### config.mk
export PLATFORM = sky130hd
export DESIGN_NAME = hlb_bridge
export DESIGN_NICKNAME = d
export VERILOG_FILES = /design/src/rtl/hlb_pkg.sv /design/src/rtl/hlb_decode.sv /design/src/rtl/hlb_timer.sv /design/src/rtl/hlb_bridge.sv
export SDC_FILE = /design/constraint.sdc
export NUM_CORES = 1
export LEC_CHECK = 0
export BUFFER_PORTS_ARGS = -buffer_cell sky130_fd_sc_hd__buf_4
export CAP_MARGIN = 20
export CORE_AREA = 3 3 74 76
export DETAILED_ROUTE_END_ITERATION = 6
export DIE_AREA = 0 0 77 79
export HOLD_SLACK_MARGIN = 0.05
export PLACE_DENSITY_LB_ADDON = 0.25
export RECOVER_POWER = 25
export SYNTH_ARGS = -nofsm -noshare
export SYNTH_HDL_FRONTEND = slang
export SYNTH_SLANG_ARGS = --single-unit
### constraint.sdc
create_clock -name clk -period 3.8 [get_ports clk]
set_input_delay 0.19 -clock clk [delete_from_list [all_inputs] [get_ports clk]]
set_output_delay 0.19 -clock clk [all_outputs]
set_load 0.01 [all_outputs]
### src/rtl/hlb_pkg.sv
package hlb_pkg;
  typedef enum logic [1:0] {
    ST_IDLE  = 2'd0,
    ST_SETUP = 2'd1,
    ST_WAIT  = 2'd2,
    ST_ACK   = 2'd3
  } hlb_state_e;
endpackage

### src/rtl/hlb_decode.sv
module hlb_decode #(
  parameter int AW = 24,
  parameter int LAW = 16,
  parameter logic [AW-LAW-1:0] WIN_BASE = '1
) (
  input  logic          sel,
  input  logic [AW-1:0] addr,
  output logic          hit
);
  always_comb hit = sel && (addr[AW-1:LAW] == WIN_BASE);
endmodule

### src/rtl/hlb_timer.sv
module hlb_timer #(
  parameter int LIMIT = 8,
  localparam int CW = $clog2(LIMIT + 1)
) (
  input  logic          clk,
  input  logic          rst,
  input  logic          clear,
  input  logic          run,
  output logic [CW-1:0] cnt,
  output logic          last
);
  always_ff @(posedge clk) begin
    if (rst || clear) cnt <= '0;
    else if (run && cnt != CW'(LIMIT)) cnt <= cnt + 1'b1;
  end

  always_comb last = (cnt == CW'(LIMIT - 1));

  a_r6_cnt_saturates: assert property (@(posedge clk) disable iff (rst)
    cnt <= CW'(LIMIT));
endmodule

### src/rtl/hlb_bridge.sv
module hlb_bridge #(
  parameter int AW = 24,
  parameter int LAW = 16,
  parameter int DW = 16,
  parameter int LIMIT = 8,
  parameter logic [AW-LAW-1:0] WIN_BASE = 8'hA5,
  localparam int CW = $clog2(LIMIT + 1)
) (
  input  logic           clk,
  input  logic           rst,
  input  logic           host_sel,
  input  logic           host_rd,
  input  logic [AW-1:0]  host_addr,
  input  logic [DW-1:0]  host_wdata,
  output logic [DW-1:0]  host_rdata,
  output logic           host_ack,
  output logic           host_timeout,
  output logic           host_irq,
  output logic [LAW-1:0] lcl_addr,
  output logic [DW-1:0]  lcl_wdata,
  input  logic [DW-1:0]  lcl_rdata,
  output logic           lcl_cs_n,
  output logic           lcl_oe_n,
  output logic           lcl_we_n,
  input  logic           lcl_ready,
  input  logic           lcl_irq
);
  import hlb_pkg::*;

  hlb_state_e    state;
  logic          hit, start, active, finish, is_rd, tmr_last;
  logic [CW-1:0] tmr_cnt;

  hlb_decode #(.AW(AW), .LAW(LAW), .WIN_BASE(WIN_BASE)) u_dec (
    .sel(host_sel), .addr(host_addr), .hit(hit)
  );

  always_comb begin
    start  = (state == ST_IDLE) && hit;
    active = (state == ST_SETUP) || (state == ST_WAIT);
    finish = active && (lcl_ready || tmr_last);
  end

  hlb_timer #(.LIMIT(LIMIT)) u_tmr (
    .clk(clk), .rst(rst), .clear(start), .run(active),
    .cnt(tmr_cnt), .last(tmr_last)
  );

  always_ff @(posedge clk) begin
    if (rst) begin
      state        <= ST_IDLE;
      lcl_cs_n     <= 1'b1;
      lcl_oe_n     <= 1'b1;
      lcl_we_n     <= 1'b1;
      lcl_addr     <= '0;
      lcl_wdata    <= '0;
      host_rdata   <= '0;
      host_ack     <= 1'b0;
      host_timeout <= 1'b0;
      host_irq     <= 1'b0;
      is_rd        <= 1'b0;
    end else begin
      host_irq <= lcl_irq;
      host_ack <= 1'b0;
      case (state)
        ST_IDLE: if (start) begin
          state    <= ST_SETUP;
          is_rd    <= host_rd;
          lcl_addr <= host_addr[LAW-1:0];
          if (!host_rd) lcl_wdata <= host_wdata;
          lcl_cs_n <= 1'b0;
          lcl_oe_n <= !host_rd;
          lcl_we_n <= host_rd;
        end
        ST_SETUP, ST_WAIT: begin
          if (finish) begin
            state        <= ST_ACK;
            lcl_cs_n     <= 1'b1;
            lcl_oe_n     <= 1'b1;
            lcl_we_n     <= 1'b1;
            host_ack     <= 1'b1;
            host_timeout <= !lcl_ready;
            if (is_rd) host_rdata <= lcl_rdata;
          end else begin
            state <= ST_WAIT;
          end
        end
        default: state <= ST_IDLE;
      endcase
    end
  end

  a_r4_strobes_exclusive: assert property (@(posedge clk) disable iff (rst)
    !(!lcl_oe_n && !lcl_we_n));
  a_r3_addr_stable: assert property (@(posedge clk) disable iff (rst)
    (!lcl_cs_n && !$past(lcl_cs_n)) |-> $stable(lcl_addr));
  a_r6_limit_bound: assert property (@(posedge clk) disable iff (rst)
    !lcl_cs_n |-> (tmr_cnt < CW'(LIMIT)));
  a_r7_ack_pulse: assert property (@(posedge clk) disable iff (rst)
    host_ack |=> !host_ack);
  a_r7_ack_released: assert property (@(posedge clk) disable iff (rst)
    host_ack |-> lcl_cs_n);
  a_r9_idle_gap: assert property (@(posedge clk) disable iff (rst)
    host_ack |=> lcl_cs_n);
  a_r8_timeout_at_limit: assert property (@(posedge clk) disable iff (rst)
    (host_ack && host_timeout) |-> ($past(tmr_cnt) == CW'(LIMIT - 1)));
endmodule

==> impl_results.md, run 1 <==
* DR top layer: met4
* Primary FF master, synth: dfxtp_1
* Slowest stage delay, CP at 810 ps
* Setup TNS at 0 ps
* Worst rel slew slack at -85.2%
* Clock Root Buffer: clkbuf_8
* Total GRT Usage at 19.9%
* Iter 0 DRT Violations at 125
* Count of cells resized by post-cts repair at 0
* DRC viols at 0
* First-pass GRT wire length at 9800 um
* Routed wire length at 6020 um
* Slowest CP cell: o21ai_2
* Area delta synth->final at 42.5%
* CTS Buffer Depth at 2
* Final worst-path cycle share at 65.7%
* Max Freq at 400 MHz
* Final net count at 442
* Die Y-Extent at 79 um
* Die Wd at 77 um
* Core area at 4790 um2
* Die ar. at 6080 um2
* Clk_skew at 5.43 ps
* Filler cells at 437
* Worst Hold Class: primary input to register
* Initial antenna violation count at 0
* Pin count of the biggest net entering global routing at 66
* Number of post-CTS setup repair buffers at 0
* Failing checks: capacitance limit, slew limit
* Peak VDD IR at 0.246 mV
* TritonCTS Buffers at 9
* Worst skew pair latency at 320 ps
* Port buffer count at 115
* Via density per instance at 4.99
* # setup viols final at 0
* CTS Hold Bufs at 0
* Vias in the first global route at 2218
* Critical path buffer and inverter count at 1
* Fin. max-slew vios at 66
* CTS tree: yes
* DRT Pass-1 Iters at 6
* Ant. Diodes at 0
* Crit start category: register
* Distinct cell type count after synthesis at 35
* CP Cell Sequence: inv_1 > ha_1 > and4b_1 > o21ai_2 > mux2i_1 > nor2_1
* Arrival @ worst endpoint at 2600 ps
* Place WS at 1370 ps
* M1 wire length at 2500 um
* Fin crit period at 2500 ps
* Register area share after synthesis at 51.7%
* Worst-margin pin slew at 2780 ps
* WL per Instance at 13.4 um
* Synth warnings at 0
* Net Count, Synth at 331
* Flops & latches, synth at 61
* Initial Utilization at 49.3%
* Clock sinks at 61
* Post-synth ARST share at 0%
* Share of layout cells above drive strength 1 at 29.1%
* Final worst setup slack at 1300 ps
* Power per cell area at 391 nW/um2
* Final hold vios at 0
* CTS clock-pin slew for the worst setup and hold paths at 60 ps
* Syn Inst Count at 265
* Post-synth EDFFs at 0
* Maximum fanout along the worst path at 16
* Final Cell Area at 3360 um2
* Critical path's top delay family: compound AO/OA/AOI/OAI gates
* Max_cap viols at 1
* Antenna viol nets, final at 0
* Met2 routed WL at 2930 um
* RSZ-0062 raised after global routing: no
* Placed Instance Area at 3230 um2
* CP Data Required Time at 3900 ps
* GR Overflow Total at 0
* Mapped Area at 2360 um2
* DP HPWL at 4200 um
* Outcome: finished, violations left
* CP Class: register to register
* Syn Area/Cell at 8.91 um2
* HP Start: lcl_irq
* Top-Level Pins at 116
* Vias at 2235
* Leak at 0.00149 uW
* H-tree Lvls at 3
* Core Rows at 25
* Crit path launch: state[0]$_SDFFE_PP0P_
* WL met3 at 516 um
* GP Congestion at 0.701
* Crit path capture type: register
* R2R Path Start: state[0]$_SDFFE_PP0P_
cell families (layout without fill, tap and decap cells):
logic type | Yosys count | in the layout | share of synthesized area [%]
flops | 61 | 61 | 51.7
fa+ha+maj | 4 | 4 | 2.12
simple gates | 99 | 99 | 18.8
xor+xnor | 2 | 2 | 0.742
mux | 20 | 20 | 8.48
buf+inv | 23 | 139 | 4.98
compound gates | 56 | 56 | 13.2
sequential cells by signal, summed over array words and instances (netlist names):
register	flops
lcl_addr	16
lcl_wdata	16
host_timeout	1
is_rd	1
u_tmr.cnt	4
lcl_oe_n	1
state	2
lcl_cs_n	1
lcl_we_n	1
host_irq	1
host_rdata	16
host_ack	1
cell type report:
class	count	area, um2	share of cell area [%]
Inverter	5	18.8	0.558
Clock inverter	3	42.5	1.26
Multi-Input combinational cell	181	1030	30.6
Sequential cell	61	1220	36.3
Timing Repair Buffer	118	801	23.8
Clock buffer	13	169	5.02
Tap cell	67	83.8	2.49
placed cells by master, fill, tap and decap left out, types with 2 or more instances in the layout:
cell	synthesis	final
o21ai_0	3	3
inv_1	5	5
dfxtp_1	61	61
clkbuf_8	0	12
nor2_1	26	26
nand2b_1	2	2
nand2_1	50	50
and2_1	2	2
o21ai_1	14	14
nor4_2	1	2
a21oi_1	33	33
clkbuf_1	9	29
ha_1	4	4
nor3_1	9	9
mux2i_1	20	20
buf_4	1	89
routing by layer:
metal / vias up / global-route usage, %
li1: 1111 / -
met1: 1028 / 22.3
met2: 89 / 35.7
met3: 7 / 6.12
met4: 0 / 7.47
met5: - / 0
cells in the mapped netlist (2+ instances only):
cell type	number	share of area (%)
nand2_1	50	7.9
buf_6	3	1.4
buf_2	4	0.85
nand2b_1	2	0.53
mux2i_1	20	8.5
o21ai_1	14	3.0
ha_1	4	2.1
nor3_1	9	1.9
dfxtp_1	61	52
a21oi_1	33	7.0
inv_1	5	0.79
o21ai_0	3	0.64
clkbuf_1	9	1.4
and2_1	2	0.53
nor2_1	26	4.1
power by group:
part / total, uW / leakage [uW] / switching, uW / internal [uW]
logic: 76.6 / 0.000888 / 29.1 / 47.4
registers: 644 / 0.000492 / 1.79 / 642
clock network: 595 / 0.000106 / 240 / 356
per-stage QoR:
step | total power [uW] | hold slack (ps) | util [%] | cells
floorplan | 681 | 318 | - | 265
global route | 1360 | 104 | 70.3 | 448
finish | 1320 | 80.0 | 70.3 | 448
detailed placement | 736 | 408 | 67.5 | 431
global placement | 735 | 400 | 67.5 | 431
CTS | 1330 | 69.4 | 71.9 | 447
path summary, 6_finish.rpt:
kind / to / slack (ps) / cells past startpoint
worst max-delay path: host_rdata[1]$_SDFFE_PP0P_ / 1300 / 6
worst min-delay path: host_irq$_SDFF_PP0_ / 80 / 2
worst max register to register: host_rdata[1]$_SDFFE_PP0P_ / 1300 / 6
worst min register to register: lcl_addr[13]$_SDFFE_PP0P_ / 450 / 2
worst reg2reg max path: cells and delay by family (launching register included):
family,cells,cell delay (ps)
and+or+nand+nor,2,330
AOI/OAI and AO/OA,1,810
DFF,1,370
muxes,1,300
adders and majority gates,1,410
buffers and inverters,1,60
Note: power is estimated with default switching activity, not from simulation.
==> run 2: changes to the inputs <==
CORE_AREA = 3 3 77 79   (was 3 3 74 76)
DIE_AREA = 0 0 80 82   (was 0 0 77 79)
clock period = 2.5 ns   (was 3.8 ns; I/O delays follow)
==> impl_results.md, run 2 (synthesized netlist as in run 1, its figures left out) <==
* Outcome: finished, violations left
* Failing checks: DRC
* Die Y-Extent at 82 um (+3.8%)
* Met2 usage at 35.2% (-0.53 points)
* Slowest stage delay, CP at 400 ps (-410 ps)
* Pin count of the biggest net entering global routing at 66 (unchanged)
* Initial Utilization at 43.7% (-5.7 points)
* DRC viols at 2 (+2)
* Place WS at 568 ps (-798 ps)
* H-tree Lvls at 3 (unchanged)
* GRT met3 Usage at 7.24% (+1.1 points)
* Total GRT Usage at 20.3% (+0.33 points)
* Antenna viol nets, final at 0 (unchanged)
* Number of post-CTS setup repair buffers at 0 (unchanged)
* Worst Hold Class: primary input to register
* Final Cell Area at 3780 um2 (+12%)
* Worst-margin pin slew at 674 ps (-2100 ps)
* Filler cells at 453 (+3.7%)
* Slowest CP cell: ha_1
* Top-Level Pins at 116 (unchanged)
* Die Wd at 80 um (+3.9%)
* M1 GR Usage at 23.0% (+0.76 points)
* Area delta synth->final at 59.9%
* Post-Layout Cell Count at 498 (+11%)
* Port buffer count at 115 (unchanged)
* Iter 0 DRT Violations at 138 (+10%)
* Max_cap viols at 0 (-1)
* Final worst-path cycle share at 77.4% (+12 points)
* Max Freq at 517 MHz (+29%)
* Placed Instance Area at 3250 um2 (+0.66%)
* Share of layout cells above drive strength 1 at 26.5% (-2.6 points)
* Routed wire length at 6680 um (+11%)
* Die ar. at 6560 um2 (+7.8%)
* Placed Instances at 438 (+1.6%)
* CP Class: register to register
* Fin. max-slew vios at 0 (-100%)
* # setup viols final at 0 (unchanged)
* Core area at 5410 um2 (+13%)
* DP HPWL at 4220 um (+0.44%)
* Final hold vios at 0 (unchanged)
* Maximum fanout along the worst path at 16 (unchanged)
* Top flop regs: host_rdata x16, lcl_addr x16, lcl_wdata x16
* CTS tree: yes
* Vias at 2410 (+7.8%)
* CP Data Required Time at 2690 ps (-1210 ps)
* Critical path's top delay family: adder cells
* Crit start category: register
* WL per Instance at 13.4 um (-0.19%)
* Commonest non-fill, non-tap cell in the layout: buf_4
* GRT busiest layer: met2
* Clock Root Buffer: clkbuf_8
* Ant. Diodes at 0 (unchanged)
* DRT Pass-1 Iters at 7 (+1)
* Via density per instance at 4.84 (-3.0%)
* CTS clock-pin slew for the worst setup and hold paths at 70 ps (about the same)
* Critical path buffer and inverter count at 2 (+1)
* Power per cell area at 511 nW/um2 (+31%)
* Final net count at 488 (+10%)
* Clk_skew at 13.0 ps (+7.61 ps)
* Worst rel slew slack at 55.1% (+140 points)
* First-pass GRT wire length at 10400 um (+6.3%)
* Final worst setup slack at 564 ps (-738 ps)
* Setup TNS at 0 ps (unchanged)
* TritonCTS Buffers at 9 (unchanged)
* GR Overflow Total at 0 (unchanged)
* Peak VDD IR at 0.291 mV (+18%)
* Fin crit period at 1940 ps (-562 ps)
* Worst skew pair latency at 330 ps (about the same)
* Leak at 0.00166 uW (+12%)
* Initial antenna violation count at 0 (unchanged)
* CP Cell Sequence: inv_1 > ha_1 > and4b_1 > o21ai_2 > buf_4 > mux2i_1 > nor2_1
* Arrival @ worst endpoint at 2130 ps (-470 ps)
* Clock sinks at 61 (unchanged)
* CTS Buffer Depth at 2 (unchanged)
* Crit path capture type: register
* RSZ-0062 raised after global routing: no
* Core Rows at 27 (+8.0%)
* GP Congestion at 0.740 (+5.6%)
* Most frequent cells in the layout: buf_4 (91), dfxtp_1 (61), nand2_1 (50)
* Vias in the first global route at 2333 (+5.2%)
==> run 2: cell count changes in the layout (fill, tap and decap cells not counted), sizes merged <==
| cell | previous run | this run |
|---|---|---|
| dlygate4sd3 | 0 | 45 |
| clkinv | 1 | 4 |
| clkbuf | 41 | 39 |
| buf | 90 | 91 |
| bufinv | 1 | 0 |
| clkinvlp | 1 | 0 |
==> run 2: layer usage <==
metal	part of all wire, %	vias to the layer above
met1	42	1119
met2	51	78
met4	1.1	0
met5	0	-
li1	-	1205
met3	6.5	8
==> run 2: cell type report <==
cell class,count,area (um2),share of cell area (%)
sequential,61,1220,32.3
multi-input combinational,181,1030,27.2
tap,72,90.1,2.39
clock inverter,4,23.8,0.630
timing repair buffer,164,1240,32.9
inverter,5,18.8,0.497
clock buffer,11,151,4.01
==> run 2: final timing paths <==
| kind | start | endpoint | slack, ps | cells past startpoint |
|---|---|---|---|---|
| worst min register to register | lcl_addr[15]$_SDFFE_PP0P_ | lcl_addr[15]$_SDFFE_PP0P_ | 450 | 2 |
| worst max register to register | state[0]$_SDFFE_PP0P_ | host_rdata[5]$_SDFFE_PP0P_ | 560 | 7 |
| worst min-delay path | host_wdata[9] | lcl_wdata[9]$_SDFFE_PP0P_ | 60 | 3 |
| worst max-delay path | state[0]$_SDFFE_PP0P_ | host_rdata[5]$_SDFFE_PP0P_ | 560 | 7 |
==> run 2: where the power goes <==
part | switching, uW | internal, uW
sequential | 3.46 | 976
clock | 369 | 404
combinational | 58.6 | 118
==> run 2: what timing repair did <==
| item | CTS | global route |
|---|---|---|
| gates resized for setup | 0 | 0 |
| endpoints found under the hold margin | 44 | 1 |
| hold buffers | 44 | 1 |
==> run 2: through the flow <==
step	utilization, %	hold WS (ps)	power, uW
3_5_place_dp	60.2	347	1120
4_1_cts	71.6	51.2	1940
5_1_grt	69.9	55.8	2010
2_1_floorplan	-	253	1030
6_report	69.9	61.5	1930
3_3_place_gp	60.2	345	1120
==> run 2: worst register-to-register path, delay by kind of cell (launching register included) <==
kind | cells | cell delay [ps]
AOI/OAI and AO/OA | 1 | 140
adders and majority gates | 1 | 400
buffers and inverters | 2 | 340
DFF | 1 | 360
muxes | 1 | 250
and+or+nand+nor | 2 | 320
